==> config.mk <==
export PLATFORM = sky130hd
export DESIGN_NAME = icache_l1
export DESIGN_NICKNAME = d
export VERILOG_FILES = /design/src/rtl/icache_pkg.sv /design/src/rtl/icache_tag_store.sv /design/src/rtl/icache_data_store.sv /design/src/rtl/icache_refill_ctrl.sv /design/src/rtl/icache_l1.sv
export SDC_FILE = /design/constraint.sdc
export NUM_CORES = 1
export LEC_CHECK = 0
export BUFFER_PORTS_ARGS = -buffer_cell sky130_fd_sc_hd__buf_2
export CAP_MARGIN = 10
export CORE_ASPECT_RATIO = 0.75
export CORE_MARGIN = 10
export CORE_UTILIZATION = 60
export DETAILED_ROUTE_END_ITERATION = 12
export GPL_TIMING_DRIVEN = 0
export PLACE_DENSITY = 0.77
export SLEW_MARGIN = 20
export SYNTH_ARGS = -nofsm -noshare
export SYNTH_HDL_FRONTEND = slang
export SYNTH_SLANG_ARGS = --single-unit
==> constraint.sdc <==
create_clock -name clk -period 11.1 [get_ports clk]
set_input_delay 0.555 -clock clk [delete_from_list [all_inputs] [get_ports clk]]
set_output_delay 0.555 -clock clk [all_outputs]
set_load 0.05 [all_outputs]
==> src/rtl/icache_pkg.sv <==
package icache_pkg;

  typedef enum logic [0:0] {
    FILL_IDLE = 1'b0,
    FILL_RUN  = 1'b1
  } fill_state_t;

endpackage

==> src/rtl/icache_tag_store.sv <==
module icache_tag_store #(
  parameter int LINES = 8,
  parameter int TAG_W = 8
) (
  input  logic                     clk,
  input  logic                     rst,
  input  logic                     clear,
  input  logic [$clog2(LINES)-1:0] rd_idx,
  input  logic [TAG_W-1:0]         rd_tag,
  output logic                     rd_hit,
  input  logic                     wr_en,
  input  logic [$clog2(LINES)-1:0] wr_idx,
  input  logic [TAG_W-1:0]         wr_tag
);
  localparam int IDX_W = $clog2(LINES);

  logic [LINES-1:0] valid_q;
  logic [TAG_W-1:0] tag_mem [LINES];

  // Valid bits live in flops so that one edge can clear them all.
  always_ff @(posedge clk) begin
    if (rst || clear) begin
      valid_q <= '0;
    end else begin
      for (int l = 0; l < LINES; l++) begin
        if (wr_en && wr_idx == IDX_W'(l)) valid_q[l] <= 1'b1;
      end
    end
  end

  // Tags go to a plain RAM array: no reset, one write port.
  always_ff @(posedge clk) begin
    if (wr_en) tag_mem[wr_idx] <= wr_tag;
  end

  assign rd_hit = valid_q[rd_idx] && (tag_mem[rd_idx] == rd_tag);

  assert_clear_R8 : assert property (@(posedge clk) disable iff (rst)
    $past(clear) |-> (valid_q == '0));

  assert_clear_blocks_fill_R9 : assert property (@(posedge clk) disable iff (rst)
    clear |-> !wr_en);

endmodule

==> src/rtl/icache_data_store.sv <==
module icache_data_store #(
  parameter int LINES   = 8,
  parameter int BLOCK_W = 64
) (
  input  logic                     clk,
  input  logic                     wr_en,
  input  logic [$clog2(LINES)-1:0] wr_idx,
  input  logic [BLOCK_W-1:0]       wr_block,
  input  logic [$clog2(LINES)-1:0] rd_idx,
  output logic [BLOCK_W-1:0]       rd_block
);
  logic [BLOCK_W-1:0] line_mem [LINES];

  always_ff @(posedge clk) begin
    if (wr_en) line_mem[wr_idx] <= wr_block;
  end

  assign rd_block = line_mem[rd_idx];

endmodule

==> src/rtl/icache_refill_ctrl.sv <==
module icache_refill_ctrl
  import icache_pkg::*;
#(
  parameter int BASE_W = 11,
  parameter int MEM_W  = 16,
  parameter int BEATS  = 4
) (
  input  logic                          clk,
  input  logic                          rst,
  input  logic                          start,
  input  logic                          restart,
  input  logic [BASE_W-1:0]             base,
  output logic                          mem_en,
  output logic [BASE_W+$clog2(BEATS)-1:0] mem_addr,
  input  logic [MEM_W-1:0]              mem_rdata,
  output logic                          active,
  output logic                          done,
  output logic [MEM_W*BEATS-1:0]        block
);
  localparam int BEAT_W  = $clog2(BEATS);
  localparam int BLOCK_W = MEM_W * BEATS;
  localparam logic [BEAT_W:0]   ISS_END   = (BEAT_W+1)'(BEATS);
  localparam logic [BEAT_W-1:0] LAST_BEAT = BEAT_W'(BEATS - 1);

  fill_state_t                 state_q;
  logic [BASE_W-1:0]           base_q;
  logic [BEAT_W:0]             iss_q;
  logic                        mem_en_q;
  logic [BASE_W+BEAT_W-1:0]    mem_addr_q;
  logic                        rsp_q;
  logic [BEAT_W-1:0]           rsp_idx_q;
  logic [BLOCK_W-1:0]          stage_q;

  always_ff @(posedge clk) begin
    if (rst) begin
      state_q    <= FILL_IDLE;
      base_q     <= '0;
      iss_q      <= '0;
      mem_en_q   <= 1'b0;
      mem_addr_q <= '0;
      rsp_q      <= 1'b0;
      rsp_idx_q  <= '0;
      stage_q    <= '0;
    end else if (start || restart) begin
      // Fresh sequence: beat 0 issues now, stale responses are dropped.
      state_q    <= FILL_RUN;
      if (start) base_q <= base;
      mem_en_q   <= 1'b1;
      mem_addr_q <= {(start ? base : base_q), BEAT_W'(0)};
      iss_q      <= (BEAT_W+1)'(1);
      rsp_q      <= 1'b0;
      rsp_idx_q  <= '0;
    end else if (state_q == FILL_RUN) begin
      if (mem_en_q) begin
        if (iss_q == ISS_END) begin
          mem_en_q <= 1'b0;
        end else begin
          mem_addr_q <= {base_q, iss_q[BEAT_W-1:0]};
          iss_q      <= iss_q + (BEAT_W+1)'(1);
        end
      end
      rsp_q <= mem_en_q;
      if (rsp_q) begin
        stage_q[rsp_idx_q*MEM_W +: MEM_W] <= mem_rdata;
        rsp_idx_q <= rsp_idx_q + BEAT_W'(1);
        if (rsp_idx_q == LAST_BEAT) state_q <= FILL_IDLE;
      end
    end
  end

  // The last beat goes straight from the bus into the line write.
  always_comb begin
    block = stage_q;
    block[(BEATS-1)*MEM_W +: MEM_W] = mem_rdata;
  end

  assign done     = (state_q == FILL_RUN) && rsp_q && (rsp_idx_q == LAST_BEAT) && !restart;
  assign active   = (state_q == FILL_RUN);
  assign mem_en   = mem_en_q;
  assign mem_addr = mem_addr_q;

  assert_en_in_fill_R7 : assert property (@(posedge clk) disable iff (rst)
    mem_en_q |-> (state_q == FILL_RUN));

  assert_beat_step_R5 : assert property (@(posedge clk) disable iff (rst)
    (mem_en_q && $past(mem_en_q) && !$past(start || restart)) |->
      (mem_addr_q[BEAT_W-1:0] == $past(mem_addr_q[BEAT_W-1:0]) + BEAT_W'(1)));

  assert_restart_beat0_R9 : assert property (@(posedge clk) disable iff (rst)
    $past(restart) |-> (mem_en_q && mem_addr_q[BEAT_W-1:0] == '0 && !rsp_q));

endmodule

==> src/rtl/icache_l1.sv <==
module icache_l1 #(
  parameter int ADDR_W      = 12,
  parameter int WORD_W      = 32,
  parameter int BLOCK_WORDS = 2,
  parameter int MEM_W       = 16,
  parameter int LINES       = 8
) (
  input  logic                                     clk,
  input  logic                                     rst,
  input  logic                                     fetch_en,
  input  logic [ADDR_W-1:0]                        fetch_addr,
  output logic [WORD_W-1:0]                        fetch_data,
  output logic                                     fetch_busy,
  input  logic                                     invalidate,
  output logic                                     mem_en,
  output logic [ADDR_W-$clog2(BLOCK_WORDS)+$clog2(BLOCK_WORDS*WORD_W/MEM_W)-1:0] mem_addr,
  input  logic [MEM_W-1:0]                         mem_rdata
);
  localparam int OFF_W   = $clog2(BLOCK_WORDS);
  localparam int IDX_W   = $clog2(LINES);
  localparam int TAG_W   = ADDR_W - OFF_W - IDX_W;
  localparam int BLOCK_W = WORD_W * BLOCK_WORDS;
  localparam int BEATS   = BLOCK_W / MEM_W;
  localparam int BASE_W  = ADDR_W - OFF_W;

  logic [IDX_W-1:0]   req_idx;
  logic [TAG_W-1:0]   req_tag;
  logic [OFF_W-1:0]   req_off;
  logic [ADDR_W-1:0]  pend_q;
  logic [OFF_W-1:0]   pend_off;
  logic [IDX_W-1:0]   pend_idx;
  logic [TAG_W-1:0]   pend_tag;
  logic               busy_q;
  logic [WORD_W-1:0]  data_q;
  logic               accept, tag_hit, hit, start_fill, restart_fill;
  logic               fill_active, fill_done;
  logic [BLOCK_W-1:0] rd_block, fill_block;
  logic [WORD_W-1:0]  hit_word, fill_word;

  assign req_off  = fetch_addr[OFF_W-1:0];
  assign req_idx  = fetch_addr[OFF_W +: IDX_W];
  assign req_tag  = fetch_addr[ADDR_W-1 -: TAG_W];
  assign pend_off = pend_q[OFF_W-1:0];
  assign pend_idx = pend_q[OFF_W +: IDX_W];
  assign pend_tag = pend_q[ADDR_W-1 -: TAG_W];

  assign accept       = fetch_en && !busy_q;
  assign hit          = tag_hit && !invalidate;
  assign start_fill   = accept && !hit;
  assign restart_fill = invalidate && fill_active;

  icache_tag_store #(.LINES(LINES), .TAG_W(TAG_W)) u_tags (
    .clk    (clk),
    .rst    (rst),
    .clear  (invalidate),
    .rd_idx (req_idx),
    .rd_tag (req_tag),
    .rd_hit (tag_hit),
    .wr_en  (fill_done),
    .wr_idx (pend_idx),
    .wr_tag (pend_tag)
  );

  icache_data_store #(.LINES(LINES), .BLOCK_W(BLOCK_W)) u_data (
    .clk      (clk),
    .wr_en    (fill_done),
    .wr_idx   (pend_idx),
    .wr_block (fill_block),
    .rd_idx   (req_idx),
    .rd_block (rd_block)
  );

  icache_refill_ctrl #(.BASE_W(BASE_W), .MEM_W(MEM_W), .BEATS(BEATS)) u_fill (
    .clk       (clk),
    .rst       (rst),
    .start     (start_fill),
    .restart   (restart_fill),
    .base      (fetch_addr[ADDR_W-1:OFF_W]),
    .mem_en    (mem_en),
    .mem_addr  (mem_addr),
    .mem_rdata (mem_rdata),
    .active    (fill_active),
    .done      (fill_done),
    .block     (fill_block)
  );

  // Word selection within a line, for both the hit and the refill path.
  always_comb begin
    hit_word  = '0;
    fill_word = '0;
    for (int w = 0; w < BLOCK_WORDS; w++) begin
      if (req_off == OFF_W'(w))  hit_word  = rd_block[w*WORD_W +: WORD_W];
      if (pend_off == OFF_W'(w)) fill_word = fill_block[w*WORD_W +: WORD_W];
    end
  end

  always_ff @(posedge clk) begin
    if (rst) begin
      busy_q <= 1'b0;
      data_q <= '0;
      pend_q <= '0;
    end else begin
      if (start_fill) begin
        busy_q <= 1'b1;
        pend_q <= fetch_addr;
      end else if (accept) begin
        data_q <= hit_word;
      end
      if (fill_done) begin
        busy_q <= 1'b0;
        data_q <= fill_word;
      end
    end
  end

  assign fetch_busy = busy_q;
  assign fetch_data = data_q;

  assert_busy_drop_R6 : assert property (@(posedge clk) disable iff (rst)
    $fell(busy_q) |-> $past(fill_done));

  assert_mem_idle_R7 : assert property (@(posedge clk) disable iff (rst)
    !busy_q |-> !mem_en);

  assert_pend_hold_R10 : assert property (@(posedge clk) disable iff (rst)
    (busy_q && $past(busy_q)) |-> $stable(pend_q));

endmodule

==> summary.md, run 1 <==
| Metric | Value |
|---|---|
| Finished Core Util | 69.9% |
| Status | finished, final reports clean |
| Seq/Total Area, Yosys | a little under three quarters |
| DRT iter0 DRCs | roughly 1900 |
| Crit path DAT | between 4 and 5 ns |
| Largest net degree at the start of global routing | 22 |
| Most common cell after layout, fill and taps aside | edfxtp_1 |
| Sequential Power Share | 52.8% |
| Worst reg2reg path depth | 8 |
| Crit path time final | ~3.7 ns |
| Largest family of logic cells by synthesized area | multiplexers |
| RSZ-0062 raised after global routing | no |
| Core Box Area | 45900 um2 |
| Fillers | between 2000 and 3000 |
| Rel. slew slack | 26.0% |
| Achievable Freq | 272 MHz |
| DRC | 0 |
| Worst Hold Endpoint | u_data.line_mem[2][61]$_DFFE_PP_ |
| Final hold vios | 0 |
| Internal Power | 4.31 mW |
| CTS H-Tree Depth | 3 |
| Net Count, Synth | 1515 |
| CP Capture Type | flip-flop |
| CTS tree | yes |
| Async S/R FF share, synth | 0% |
| Hold_buf cts | 0 |
| Routed len/inst | 29.5 um |
| Die area | 55600 um2 |
| Worst hold path type | in2reg |
| Slack of the critical path | 7.42 ns |
| Final Cycle Share | approximately a third |
| Synth Area in XOR/XNOR | 0.189% |
| Avg Vias per Cell | ~6.6 |
| CTS root buffer | clkbuf_16 |
| Layout Nets | 1706 |
| DR vias | between 15000 and 20000 |
| Antenna Nets Post-Route | 0 |
| Vias in the first global route | 15500 |
| Top_reg_cell synth | edfxtp_1 |
| Clock slew at the register clock pins of the worst setup and hold paths | about 0.070 ns |
| Multi-input logic area | around 7500 um2 |
| Total CTS buffers | 66 |
| Synth Register Bits | 709 |
| Routed WL | between 60000 and 70000 um |
| Critical path fanouts, max | 10 |
| Number of synthesized flops with an enable pin | approximately 580 |
| CP required | around 12 ns |
| Seq. cell area | approximately 20000 um2 |
| Starting Density | around three fifths |
| Ys Warns | 0 |
| Num rows | between 60 and 70 |
| Max rail drop VDD | about 0.00013 V |
| Total Neg Setup Slack | 0 ns |
| Final clock skew | roughly 0.019 ns |
| Synth unique cells | between 40 and 50 |
| End of the worst register-to-register path | fetch_data[22]$_SDFFE_PP0P_ |
| Worst setup SP type | primary input |
| CTS max path bufs | 3 |
| Pwr dens | between 150 and 200 nW/um2 |
| Hold path depth | 1 |
| Most frequent cells in the layout | 576 x edfxtp_1, 169 x mux4_2, 133 x dfxtp_1 |
| DP Worst Slack | around 7.0 ns |
| CTS sink cnt | just over 700 |
| Final setup fails | 0 |
| Comb pwr share | under 10% |
| Net Sw Power | about 1.1 mW |
| Slew @ Worst Pin | between 1 and 1.5 ns |
| Die Wd | 269 um |
| Fin. max-slew vios | 0 |
| Crit Path Class | in2reg |
| Total GRT Usage | between 20 and 25% |
| Router iterations before antenna repair | 6 |
| Synthesized cell area | between 20000 and 30000 um2 |
| Post-synthesis mux area share | approximately 19% |
| Clock latency reported for the late side of the worst-skew pair | ~0.60 ns |
| PostCTS Resize Cnt | 0 |
| Global-route wire length before repair | 101000 um |
| Syn avg cell area | about 19 um2 |
| CP Launch Point | fetch_addr[1] |
| Initial antenna violation count | 3 |
| Final GP Congestion | roughly 0.85 |
| Hpwl dp | 44800 um |
| Maxcap violations | 0 |
| Setup Fix Bufs, Post-CTS | 0 |
| Reg2reg start | u_tags.tag_mem[7][7]$_DFFE_PP_ |
| Sw frac | around 21% |
| Port Buffers | 76 |
| Num ports | 79 |
| Register-to-register setup slack | about 7.5 ns |
| Simple-gate portion of the synthesized area | 5.09% |
| Synth Instances | ~1500 |
| Die Y-Extent | between 200 and 250 um |
| Post-synthesis adder-cell area fraction | less than 1% |
| LEAKAGE | roughly 11 nW |
| Share of layout cells above drive strength 1 | 28.5% |
| Worst Min Path Start | mem_rdata[13] |
| Total gr overflow | 0 |
| Compound-Gate Fraction of Synth Area | 2.69% |
| Clock group share of total power | between 40% and 50% |
| Area delta synth->final | 15.3% |
## sequential cells by signal, indices dropped and copies added (netlist names)
register and count:
u_fill.mem_addr 13, u_fill.stage_q 48, u_fill.active 1, u_fill.mem_en 1
u_fill.rsp_q 1, u_data.line_mem 512, fetch_busy 1, fetch_data 32
u_fill.base_q 11, u_fill.iss_q 3, u_tags.tag_mem 64, u_tags.valid_q 8
u_fill.rsp_idx_q 2, pend_q 12
## cell usage after synthesis (2+ instances only)
master	number	area, um2
xnor2_1	5	43.8
nor4_1	5	31.3
mux4_2	169	3810
o22ai_1	4	25.0
nand3b_1	4	30.0
buf_1	14	52.6
clkbuf_1	55	206
buf_2	16	80.1
a22o_1	3	26.3
o21ai_0	26	130
mux2_2	25	282
ha_1	7	87.6
o21a_1	10	75.1
nor2b_1	51	319
nand4_1	3	18.8
mux2_4	30	450
o31ai_1	11	82.6
buf_4	2	15.0
a22oi_1	2	15.0
nor2_1	61	229
edfxtp_1	576	17300
nand2b_1	42	263
nand3_1	37	185
o221ai_1	32	280
mux2i_1	62	621
nand2_1	39	146
nor3_1	9	45.0
inv_1	7	26.3
o211ai_4	3	63.8
a21oi_1	6	30.0
dfxtp_1	133	2660
or3_1	2	12.5
nand4b_1	10	87.6
buf_6	5	56.3
## power by group through the flow
stage / registers, mW / logic, mW / clock network (mW)
2_1_floorplan: 2.93 / 0.123 / 0
3_3_place_gp: 2.92 / 0.208 / 0
3_5_place_dp: 2.92 / 0.213 / 0
4_1_cts: 2.87 / 0.214 / 2.37
5_1_grt: 2.87 / 0.227 / 2.49
6_report: 2.87 / 0.215 / 2.35
## cell type report
class / count / area share (%)
well taps: 595 / 2.32
repair buffers: 123 / 3.68
multi-input cells: 668 / 23.4
inverters: 7 / 0.0818
clock buffers: 91 / 6.11
clock inverters: 30 / 0.954
diodes: 2 / 0.0156
plain buffers: 92 / 1.29
flip-flops and latches: 709 / 62.1
## critical path: stages
cell	delay [ns]
buf_2	0.18
buf_1	0.70
mux2i_1	0.47
xnor2_1	0.15
nor4_1	0.27
nand4_1	0.82
clkbuf_1	0.59
nand3_1	0.22
o221ai_1	0.14
## routing by layer
metal | vias to the layer above | share of wire [%] | global-route usage [%]
met3 | 141 | 10 | 5.69
met4 | 2 | 2.9 | 7.75
met2 | 861 | 47 | 38.7
li1 | 6320 | - | -
met5 | - | 0.018 | 0
met1 | 7974 | 40 | 35.2
## worst max path at each step
stage,endpoint,slack (ns)
after detailed placement,fetch_data[22]$_SDFFE_PP0P_,7.03
after global placement,u_data.line_mem[2][14]$_DFFE_PP_,-1.45
after global routing,fetch_data[1]$_SDFFE_PP0P_,7.39
after floorplan,u_data.line_mem[2][0]$_DFFE_PP_,4.16
after CTS,u_data.line_mem[0][51]$_DFFE_PP_,7.54
final,fetch_data[22]$_SDFFE_PP0P_,7.42
## per-stage QoR
stage	instance area, um2	power (mW)	hold WS (ns)	std cells
2_1_floorplan	27900	3.06	0.435	1476
3_3_place_gp	29000	3.13	0.442	2147
3_5_place_dp	29800	3.14	0.453	2194
4_1_cts	32100	5.45	0.252	2315
5_1_grt	32100	5.58	0.292	2316
6_report	32100	5.43	0.279	2317
## kinds of logic (layout without fill, tap and decap cells)
family | after synthesis | in the layout
other | 0 | 2
flip-flops | 709 | 709
adder cells (fa/ha/maj) | 7 | 7
AO/OA/AOI/OAI | 100 | 100
AND/OR/NAND/NOR | 269 | 269
XOR/XNOR | 6 | 6
buffers and inverters | 99 | 343
multiplexers | 286 | 286
(Power assumes the default switching activity.)
==> inputs of run 2 (changes only) <==
--- a/config.mk
+++ b/config.mk
@@ -5,6 +5,7 @@
 export SDC_FILE = /design/constraint.sdc
 export NUM_CORES = 1
 export LEC_CHECK = 0
+export ABC_AREA = 1
 export BUFFER_PORTS_ARGS = -buffer_cell sky130_fd_sc_hd__buf_2
 export CAP_MARGIN = 10
 export CORE_ASPECT_RATIO = 0.75
==> constraint.sdc (replaced) <==
create_clock -name clk -period 3.8 [get_ports clk]
set_input_delay 0.19 -clock clk [delete_from_list [all_inputs] [get_ports clk]]
set_output_delay 0.19 -clock clk [all_outputs]
set_load 0.05 [all_outputs]
==> summary.md, run 2 <==
| Metric | Value |
|---|---|
| End of the worst register-to-register path | u_data.line_mem[5][56]$_DFFE_PP_ |
| Final clock skew | 0.0208 ns |
| Max rail drop VDD | ~0.00042 V |
| CTS root buffer | clkbuf_16 |
| Synthesized cell area | 28700 um2 |
| Starting Density | 60.6% |
| Crit path DAT | 3.83 ns |
| LEAKAGE | roughly 12 nW |
| Fin. max-slew vios | 0 |
| DRT iter0 DRCs | 4039 |
| DR vias | between 20000 and 25000 |
| Top cell type's share of synthesized area | ~60% |
| Crit path time final | between 3 and 4 ns |
| Final GP Congestion | 1.01 |
| Die area | 57000 um2 |
| Pwr dens | 480 nW/um2 |
| Top cells by area, synth | edfxtp_1 60%, dfxtp_1 9.3%, nor2_1 6.4%, o21ai_0 5.8%, nand2_1 4.5% |
| Final setup fails | 0 |
| Num ports | 79 |
| Share of layout cells above drive strength 1 | 8.82% |
| Vias in the first global route | approximately 22000 |
| Ys Warns | 0 |
| CTS sink cnt | between 700 and 800 |
| Worst Min Path Start | invalidate |
| Hpwl dp | roughly 64000 um |
| Hold path depth | 6 |
| Slowest CP cell | clkbuf_1 |
| Status | finished, final reports clean |
| Worst hold path type | in2reg |
| Core Box Area | 47300 um2 |
| Post-synth top cells | 576 x edfxtp_1, 488 x nor2_1, 345 x nand2_1 |
| Avg Vias per Cell | between 6 and 7 |
| Critical path fanouts, max | 10 |
| Layout Nets | about 2800 |
| Port Buffers | 76 |
| Most numerous cell in the Yosys netlist | edfxtp_1 |
| Cells along the critical path | buf_2 > inv_1 > clkbuf_1 > clkbuf_1 > clkbuf_1 > o221ai_1 > nand3_1 > a31oi_1 > o21ai_0 > nor2_1 |
| CTS max path bufs | 3 |
| Most frequent CP cell | clkbuf_1 |
| Num rows | between 60 and 70 |
| Slew @ Worst Pin | 1.17 ns |
| Die Y-Extent | 209 um |
| Worst Hold Endpoint | u_fill.mem_addr[12]$_SDFFE_PP0P_ |
| Top Usage Layer GRT | met2 |
| Flip-flop count of the largest register after layout | between 500 and 600 |
| CTS H-Tree Depth | 3 |
| Total CTS buffers | 66 |
| Area delta synth->final | 14.6% |
| Syn avg cell area | around 11 um2 |
| Die Wd | roughly 270 um |
| Final hold vios | 0 |
| Most frequent cells in the layout | 576 x edfxtp_1, 480 x nor2_1, 345 x nand2_1 |
| Routed WL | 94500 um |
| Slowest stage delay, CP | about 0.84 ns |
| Rel. slew slack | between 20% and 30% |
| Final Cycle Share | roughly nine tenths |
| Total GRT Usage | around a third |
| Worst setup SP type | primary input |
| Largest net degree at the start of global routing | 23 |
| Total gr overflow | 0 |
| Top_reg_cell synth | edfxtp_1 |
| DRC | 0 |
| Power Total | approximately 16 mW |
| Synth Register Bits | 709 |
| WP buf/inv | 5 |
| Number of synthesized flops with an enable pin | roughly 580 |
| GR Util met3 | 10.0% |
| Largest delay contributor family on the critical path | buffers and inverters |
| WHS | ~0.12 ns |
| Reg2reg start | u_fill.rsp_idx_q[0]$_SDFFE_PP0P_ |
| Maxcap violations | 0 |
| Placed insts | 3331 |
| Most common cell after layout, fill and taps aside | edfxtp_1 |
| Biggest register | u_data.line_mem |
| Antenna Nets Post-Route | 0 |
| CP Capture Type | flip-flop |
| Async S/R FF share, synth | 0% |
| Achievable Freq | roughly 300 MHz |
| Initial antenna violation count | 1 |
| Worst reg2reg path depth | 9 |
| Router iterations before antenna repair | 7 |
| Met1 Resource Use GR | a little over two fifths |
| Register-to-register setup slack | around 0.67 ns |
| Crit Path Class | in2reg |
| Library cell with the largest summed area after synthesis | edfxtp_1 |
| Routed len/inst | ~27 um |
| Final cell count without fillers | about 3500 |
| Critical path depth | 10 |
| Synth unique cells | 34 |
| Net Count, Synth | about 2600 |
| Largest registers | u_data.line_mem x512, u_tags.tag_mem x64, u_fill.stage_q x48 |
| CTS tree | yes |
| Synth Instances | between 2000 and 3000 |
| Met2 Resource Use GR | between 40% and 50% |
| Clock latency reported for the late side of the worst-skew pair | 0.62 ns |
| Global-route wire length before repair | between 100000 and 150000 um |
| PostCTS Resize Cnt | 0 |
| CP required | between 4 and 5 ns |
| Clock slew at the register clock pins of the worst setup and hold paths | ~0.060 ns |
| RSZ-0062 raised after global routing | no |
| Seq/Total Area, Yosys | a little under 70% |
run 2: cell count changes in the layout (fill, tap and decap cells not counted), sizes merged, moves of 57 or more:
cell,previous run,this run
nand3,37,94
nor2,61,491
nand2,39,345
o221ai,32,96
o21ai,26,364
inv,9,180
mux2i,62,3
mux4,169,0
run 2: how the worst max path moves through the flow:
stage	endpoint	slack (ns)	startpoint
2_1_floorplan	u_data.line_mem[0][0]$_DFFE_PP_	-0.96	u_fill.rsp_idx_q[0]$_SDFFE_PP0P_
5_1_grt	u_data.line_mem[5][56]$_DFFE_PP_	0.50	u_fill.rsp_idx_q[0]$_SDFFE_PP0P_
6_report	fetch_data[23]$_SDFFE_PP0P_	0.45	fetch_addr[3]
3_3_place_gp	u_data.line_mem[0][17]$_DFFE_PP_	-4.43	u_fill.rsp_idx_q[0]$_SDFFE_PP0P_
4_1_cts	u_data.line_mem[5][49]$_DFFE_PP_	0.73	u_fill.rsp_idx_q[0]$_SDFFE_PP0P_
3_5_place_dp	fetch_data[23]$_SDFFE_PP0P_	0.09	fetch_addr[3]
run 2: where the power goes:
group / internal (mW) / total [mW] / switching (mW)
logic: 0.259 / 1.07 / 0.808
registers: 8.35 / 8.38 / 0.0333
clock network: 3.49 / 6.34 / 2.84
total: 12.1 / 15.8 / 3.68
run 2: area by class of cell:
type	instances	area, um2
sequential	709	20000
fill	3369	14400
multi-input combinational	1531	7350
clock buffer	84	1800
timing repair buffer	130	1330
tap	639	800
buffer	167	743
inverter	179	672
clock inverter	33	206
antenna	1	2.50
run 2: kinds of logic after synthesis:
family / Yosys count / synth area share, %
XOR/XNOR: 1 / 0.0306
AND/OR/NAND/NOR: 946 / 13.2
adder cells (fa/ha/maj): 7 / 0.306
flip-flops: 709 / 69.6
buffers and inverters: 346 / 4.93
AO/OA/AOI/OAI: 574 / 11.8
multiplexers: 3 / 0.105
run 2: layer usage:
layer | wire length, um | share of wire [%] | up-vias
li1 | - | - | 9453
met1 | 34400 | 36 | 10800
met2 | 42000 | 44 | 1835
met3 | 13900 | 15 | 299
met4 | 4170 | 4.4 | 0
met5 | 0 | 0 | -
run 2: through the flow:
stage / area [um2] / worst slack, ns / util, % / setup TNS (ns)
2_1_floorplan: 28700 / -0.962 / - / -560.05
3_3_place_gp: 29800 / -4.43 / 63.1 / -2481.79
3_5_place_dp: 30600 / 0.0925 / 64.7 / 0
4_1_cts: 32900 / 0.727 / 69.5 / 0
5_1_grt: 32900 / 0.501 / 69.5 / 0
6_report: 32900 / 0.447 / 69.5 / 0
run 2: timing repair:
item                                   in CTS  in global routing
setup endpoints to repair                   0                  0
hold buffers                               24                  0
endpoints found under the hold margin     139                  0
buffers inserted                            0                  0
run 2: tightest hold or removal path, delay by kind of cell:
kind	cells	cell delay [ns]
simple gates	5	0.35
buf+inv	1	0.14
